### src/rtl/sad_pkg.sv
package sad_pkg;

    // Contents of the lookup array are generated, not stored as a table.
    localparam int WORD_MUL = 37;
    localparam int WORD_ADD = 5;

    typedef enum logic {
        PICK_NO_CARRY = 1'b0,
        PICK_CARRY    = 1'b1
    } carry_pick_e;

    function automatic logic [63:0] init_word(input int lin);
        return 64'(lin * WORD_MUL + WORD_ADD);
    endfunction

endpackage

### src/rtl/sad_low_add.sv
// Lower-order part of the index addition: byte offset and column bits.
// Produces the column and the carry into the row field.
module sad_low_add #(
    parameter int OFF_W = 5,
    parameter int COL_W = 2,
    localparam int LOW_W = OFF_W + COL_W
) (
    input  logic [LOW_W-1:0] a_low,
    input  logic [LOW_W-1:0] b_low,
    output logic [COL_W-1:0] col,
    output logic             row_cin
);
    logic             off_cout;
    logic [COL_W:0]   col_sum;

    // Carry out of the byte-offset bits, by comparing the widened sum.
    assign off_cout = (({1'b0, a_low[OFF_W-1:0]} + {1'b0, b_low[OFF_W-1:0]})
                       > {1'b0, {OFF_W{1'b1}}});

    assign col_sum = {1'b0, a_low[LOW_W-1:OFF_W]}
                   + {1'b0, b_low[LOW_W-1:OFF_W]}
                   + {{COL_W{1'b0}}, off_cout};

    assign col     = col_sum[COL_W-1:0];
    assign row_cin = col_sum[COL_W];
endmodule

### src/rtl/sad_row_dual_dec.sv
// Adds the two row fields and decodes both carry-in candidates at once.
module sad_row_dual_dec #(
    parameter int ROW_W = 4,
    localparam int ROWS = 1 << ROW_W
) (
    input  logic [ROW_W-1:0] a_row,
    input  logic [ROW_W-1:0] b_row,
    output logic [ROWS-1:0]  dec_nc,
    output logic [ROWS-1:0]  dec_c
);
    logic [ROW_W-1:0] sum_nc;
    logic [ROW_W-1:0] sum_c;

    assign sum_nc = a_row + b_row;
    assign sum_c  = a_row + b_row + ROW_W'(1);   // wraps modulo ROWS

    for (genvar r = 0; r < ROWS; r++) begin : g_row
        assign dec_nc[r] = (sum_nc == ROW_W'(r));
        assign dec_c[r]  = (sum_c  == ROW_W'(r));
    end
endmodule

### src/rtl/sad_row_bank.sv
// Register array loaded at reset; reads two rows per cycle through
// one-hot AND-OR selection.
module sad_row_bank
    import sad_pkg::*;
#(
    parameter int ROW_W  = 4,
    parameter int COL_W  = 2,
    parameter int DATA_W = 16,
    localparam int ROWS   = 1 << ROW_W,
    localparam int COLS   = 1 << COL_W,
    localparam int LINE_W = COLS * DATA_W
) (
    input  logic              clk,
    input  logic              rst,
    input  logic [ROWS-1:0]   sel_nc,
    input  logic [ROWS-1:0]   sel_c,
    output logic [LINE_W-1:0] line_nc,
    output logic [LINE_W-1:0] line_c
);
    logic [LINE_W-1:0] mem_q [ROWS];

    always_ff @(posedge clk) begin
        if (rst) begin
            for (int r = 0; r < ROWS; r++) begin
                for (int c = 0; c < COLS; c++) begin
                    mem_q[r][c*DATA_W +: DATA_W] <= DATA_W'(init_word(r * COLS + c));
                end
            end
        end
    end

    always_comb begin
        line_nc = '0;
        line_c  = '0;
        for (int r = 0; r < ROWS; r++) begin
            line_nc = line_nc | ({LINE_W{sel_nc[r]}} & mem_q[r]);
            line_c  = line_c  | ({LINE_W{sel_c[r]}}  & mem_q[r]);
        end
    end
endmodule

### src/rtl/sad_row_lookup.sv
module sad_row_lookup
    import sad_pkg::*;
#(
    parameter int OFF_W  = 5,
    parameter int COL_W  = 2,
    parameter int ROW_W  = 4,
    parameter int DATA_W = 16,
    localparam int LOW_W  = OFF_W + COL_W,
    localparam int IDX_W  = LOW_W + ROW_W,
    localparam int ROWS   = 1 << ROW_W,
    localparam int COLS   = 1 << COL_W,
    localparam int LINE_W = COLS * DATA_W
) (
    input  logic              clk,
    input  logic              rst,
    input  logic              req_vld,
    input  logic [IDX_W-1:0]  base_idx,
    input  logic [IDX_W-1:0]  ofs_idx,
    output logic              out_vld,
    output logic [ROWS-1:0]   row_sel,
    output logic [COL_W-1:0]  col_sel,
    output logic [DATA_W-1:0] rd_data
);
    typedef struct packed {
        logic [ROWS-1:0]   row;
        logic [COL_W-1:0]  col;
        logic [DATA_W-1:0] data;
    } lookup_t;

    logic [COL_W-1:0]  col_now;
    logic              row_cin;
    logic [ROWS-1:0]   dec_nc;
    logic [ROWS-1:0]   dec_c;
    logic [LINE_W-1:0] line_nc;
    logic [LINE_W-1:0] line_c;
    logic [LINE_W-1:0] line_pick;
    carry_pick_e       pick;
    lookup_t           res_d;

    // Slow path: lower-order add yields column and row carry-in.
    sad_low_add #(.OFF_W(OFF_W), .COL_W(COL_W)) u_low (
        .a_low   (base_idx[LOW_W-1:0]),
        .b_low   (ofs_idx[LOW_W-1:0]),
        .col     (col_now),
        .row_cin (row_cin)
    );

    // Fast path: short row add, both candidates decoded.
    sad_row_dual_dec #(.ROW_W(ROW_W)) u_dec (
        .a_row  (base_idx[IDX_W-1:LOW_W]),
        .b_row  (ofs_idx[IDX_W-1:LOW_W]),
        .dec_nc (dec_nc),
        .dec_c  (dec_c)
    );

    // Both candidate rows fetched regardless of the carry.
    sad_row_bank #(.ROW_W(ROW_W), .COL_W(COL_W), .DATA_W(DATA_W)) u_bank (
        .clk     (clk),
        .rst     (rst),
        .sel_nc  (dec_nc),
        .sel_c   (dec_c),
        .line_nc (line_nc),
        .line_c  (line_c)
    );

    // Late select by the resolved carry, then column mux.
    assign pick = carry_pick_e'(row_cin);

    always_comb begin
        unique case (pick)
            PICK_CARRY: begin
                res_d.row = dec_c;
                line_pick = line_c;
            end
            default: begin
                res_d.row = dec_nc;
                line_pick = line_nc;
            end
        endcase
        res_d.col  = col_now;
        res_d.data = line_pick[col_now*DATA_W +: DATA_W];
    end

    always_ff @(posedge clk) begin
        if (rst) begin
            out_vld <= 1'b0;
            row_sel <= '0;
            col_sel <= '0;
            rd_data <= '0;
        end else begin
            out_vld <= req_vld;
            if (req_vld) begin
                row_sel <= res_d.row;
                col_sel <= res_d.col;
                rd_data <= res_d.data;
            end else begin
                row_sel <= '0;
            end
        end
    end

    AST_ROW_ONEHOT: assert property (@(posedge clk) disable iff (rst)
        out_vld |-> ($countones(row_sel) == 1));

    AST_CAND_ADJACENT: assert property (@(posedge clk) disable iff (rst)
        req_vld |-> (dec_c == {dec_nc[ROWS-2:0], dec_nc[ROWS-1]}));

    AST_VLD_FOLLOWS: assert property (@(posedge clk) disable iff (rst)
        req_vld |=> out_vld);

    AST_IDLE_ROW_CLEAR: assert property (@(posedge clk) disable iff (rst)
        !req_vld |=> (!out_vld && row_sel == '0));

    AST_IDLE_HOLD: assert property (@(posedge clk) disable iff (rst)
        !req_vld |=> ($stable(rd_data) && $stable(col_sel)));

endmodule

### config.mk
export PLATFORM = sky130hd
export DESIGN_NAME = sad_row_lookup
export DESIGN_NICKNAME = d
export VERILOG_FILES = /design/src/rtl/sad_pkg.sv /design/src/rtl/sad_low_add.sv /design/src/rtl/sad_row_dual_dec.sv /design/src/rtl/sad_row_bank.sv /design/src/rtl/sad_row_lookup.sv
export SDC_FILE = /design/constraint.sdc
export NUM_CORES = 1
export LEC_CHECK = 0
export ABC_CLOCK_PERIOD_IN_PS = 5000
export CORE_ASPECT_RATIO = 1.5
export CORE_MARGIN = 5
export CORE_UTILIZATION = 45
export DETAILED_ROUTE_END_ITERATION = 6
export PLACE_DENSITY = 0.81
export SLEW_MARGIN = 20
export SYNTH_ARGS = -nofsm -noshare
export SYNTH_HDL_FRONTEND = slang
export SYNTH_SLANG_ARGS = --single-unit
### constraint.sdc
create_clock -name clk -period 5 [get_ports clk]
set_clock_uncertainty 0.15 [all_clocks]
set_input_delay 0.5 -clock clk [delete_from_list [all_inputs] [get_ports clk]]
set_output_delay 0.5 -clock clk [all_outputs]
set_load 0.01 [all_outputs]
==> results.md <==
* Status: completed
* RSZ-0062 raised after global routing: false
* Die area at roughly 8400 um^2
* WS Path Type: in -> reg
* Post CTS Setup Buffer Count at 0
* Global route total overflow at 0
* Worst-Margin Slew at 1060 ps
* Post-synth EDFFs at 0
* Utilization after layout at 58.1%
* Vias post-DR at 3735
* Core area at about 6500 um^2
* Synth-to-layout area growth at 25.8%
* CTS tree: built
* Inst Count DP at 551
* Delay-heaviest family, CP: simple AND/OR/NAND/NOR gates
* Worst hold path class: reg -> reg
* Async set-reset flop share out of synthesis at 0%
* I/O Pins at 60
* Warnings from Yosys at 0
* CTS sink count at 31
* CTS Buffer Depth at 2
* Total CTS buffers at 5
* Via density at ~6.7
* Flops & latches, synth at 31
* Final Hold Vio Count at 0
* Initial Util at between 40% and 50%
* Post-synthesis cell type count at 60
* Worst path arrival time at about 3900 ps
* H-Tree Depth at 2
* Fin crit period at 3940 ps
* Clock Pin Slew Worst Setup and Hold Paths at ~60 ps
* Final antenna-violating net count at 0
* Clk_lat worst skew at 280 ps
* Avg Cell Area, Syn at 6.94 um^2
* Die Ht at between 100 and 150 um
* Drt drc at 0
* 1st-pass router iterations at 6
* Cell Pwr Density at between 300 and 400 nW/um^2
* Die W at about 77 um
* Row count at 36
* Slowest CP cell: nor2_1
* Largest net degree at the start of global routing at 27
* Final non-filler cell total at roughly 560
* Setup TNS at 0 ps
* Critical path peak fanout at 12
* CP Buf/Inv Count at 1
* Maxcap violations at 0
* ANT cells at 0
* Global-route wire length before repair at around 19000 um
* Most used cell, CP: nor2_1
* Final HPWL DP at a little over 9000 um
* CTS resizes at 0
* F_max at about 0.25 GHz
* Critical path's largest stage delay at approximately 870 ps
* P_leak at about 1.4 nW
* Setup violators final at 0
* Maximum VDD drop at roughly 0.18 mV
* Final Cycle Share at between 70% and 80%
* Worst Path Required at approximately 5000 ps
* Post-synthesis cell area at roughly 3000 um^2
* Hold-fix buffers, CTS at 0
* Initial drt markers at between 400 and 500
* CP endpoint kind: register
* CP Cell Sequence: clkdlybuf4s50_1, ha_1, a21oi_2, a21oi_1, nor2_1, nor2_1, nor2_1, a21oi_1, o31ai_1, o22ai_1
* Total wire length at 12200 um
* GRT Util Overall at between 20 and 30%
* Register area share after synthesis at between 20% and 30%
* Share of cells above drive strength 1 at a little under a tenth
* Dominant synthesized flop cell: dfxtp_1
* Root Driver: clkbuf_8
* Worst slew margin at 29.2%
* Initial antenna violation count at 0
* Vias in the first global route at around 3600
* Routability cong. at between 1 and 1.5
* Final net count at between 500 and 600
* Gate Count Post-Synth at ~430
* Per-cell routed wire length at about 22 um
* Final max-slew violation count at 0
* IO Port Bufs at 55
* Crit start category: input port
[cell type report]
cell class,instances,area [um^2]
Sequential cell,31,621
Timing Repair Buffer,83,761
Multi-Input combinational cell,349,2160
Tap cell,76,95.1
Clock buffer,6,82.6
Inverter,12,45.0
Fill cell,663,2720
Clock inverter,1,5.00
[state kept, by name (all words and copies together) (netlist names)]
name,cells
rd_data,12
col_sel,2
out_vld,1
row_sel,16
[worst paths after layout]
kind               startpoint    endpoint  slack, ps  depth (start not counted)
setup / recovery  base_idx[9]  rd_data[7]       1060                         10
hold / removal     col_sel[1]  col_sel[1]        320                          1
setup reg to reg   rd_data[4]  rd_data[4]       3440                          5
hold reg to reg    col_sel[1]  col_sel[1]        320                          1
[metrics by stage]
| stage | instance area (um^2) | total power, W | hold WS, ps | setup slack, ps |
|---|---|---|---|---|
| 2_1_floorplan | 3010 | 0.000768 | 340 | 1530 |
| 3_3_place_gp | 3680 | 0.00104 | 298 | 841 |
| 3_5_place_dp | 3680 | 0.00104 | 312 | 817 |
| 4_1_cts | 3770 | 0.00124 | 323 | 1130 |
| 5_1_grt | 3770 | 0.00132 | 344 | 919 |
| 6_report | 3770 | 0.00126 | 319 | 1060 |
[power by group]
| part | switching (W) | total, W | internal, W |
|---|---|---|---|
| Clock | 0.0000950 | 0.000203 | 0.000108 |
| Sequential | 0.0000123 | 0.000281 | 0.000269 |
| Combinational | 0.000487 | 0.000779 | 0.000292 |
| Total | 0.000594 | 0.00126 | 0.000669 |
[routing by layer]
layer	up-vias	wire, um	global-route usage [%]
met4	0	946	19.4
met3	73	1120	3.85
li1	1681	-	-
met2	259	5770	47.5
met5	-	0	0
met1	1722	4360	32.2
[placed cells by master, fill, tap and decap left out, types with 3 or more instances in the layout]
cell type and n:
buf_4 28, xnor2_1 9, nand2_1 50, a311oi_1 6, nor2_1 51, a21oi_1 46, mux2i_1 3, clkbuf_8 6
inv_1 11, nand2b_1 3, and3_1 4, nand4_1 7, fa_1 3, conb_1 4, o22ai_1 4, a21boi_0 3
o2111ai_1 3, a211o_1 7, nand3_1 15, dfxtp_1 31, nor3_1 14, ha_1 11, o31ai_1 5, a41oi_1 4
clkdlybuf4s50_1 55, a211oi_1 3, o211ai_1 6, a221oi_1 4, a31oi_1 16, o21ai_0 20, a22oi_1 5, o21a_1 3
a32oi_1 4
[synth_stat cells, types with 3 or more instances]
master,n,share of area [%]
nor2_1,51,6.4
nand2_1,50,6.3
a21oi_1,46,7.7
dfxtp_1,31,21
clkbuf_1,30,3.8
o21ai_0,20,3.3
a31oi_1,16,3.3
nand3_1,15,2.5
nor3_1,14,2.3
ha_1,11,4.6
inv_1,11,1.4
xnor2_1,9,2.6
a211o_1,7,2.0
nand4_1,7,1.5
a311oi_1,6,1.8
o211ai_1,6,1.5
a22oi_1,5,1.3
buf_1,5,0.63
o31ai_1,5,1.3
a221oi_1,4,1.2
a32oi_1,4,1.2
a41oi_1,4,1.2
and3_1,4,0.83
buf_2,4,0.67
buf_4,4,1.0
o22ai_1,4,0.83
a211oi_1,3,0.75
a21boi_0,3,0.75
fa_1,3,2.0
mux2i_1,3,1.0
nand2b_1,3,0.63
o2111ai_1,3,0.88
o21a_1,3,0.75
[cells by family after synthesis]
logic type / after synthesis / share of synthesized area [%]
AO/OA/AOI/OAI: 156 / 34.6
AND/OR/NAND/NOR: 157 / 23.3
flip-flops: 31 / 20.7
XOR/XNOR: 15 / 6.05
other: 1 / 0.125
buffers and inverters: 55 / 7.56
multiplexers: 3 / 1.00
adder cells (fa/ha/maj): 14 / 6.60
(Power assumes the default switching activity.)
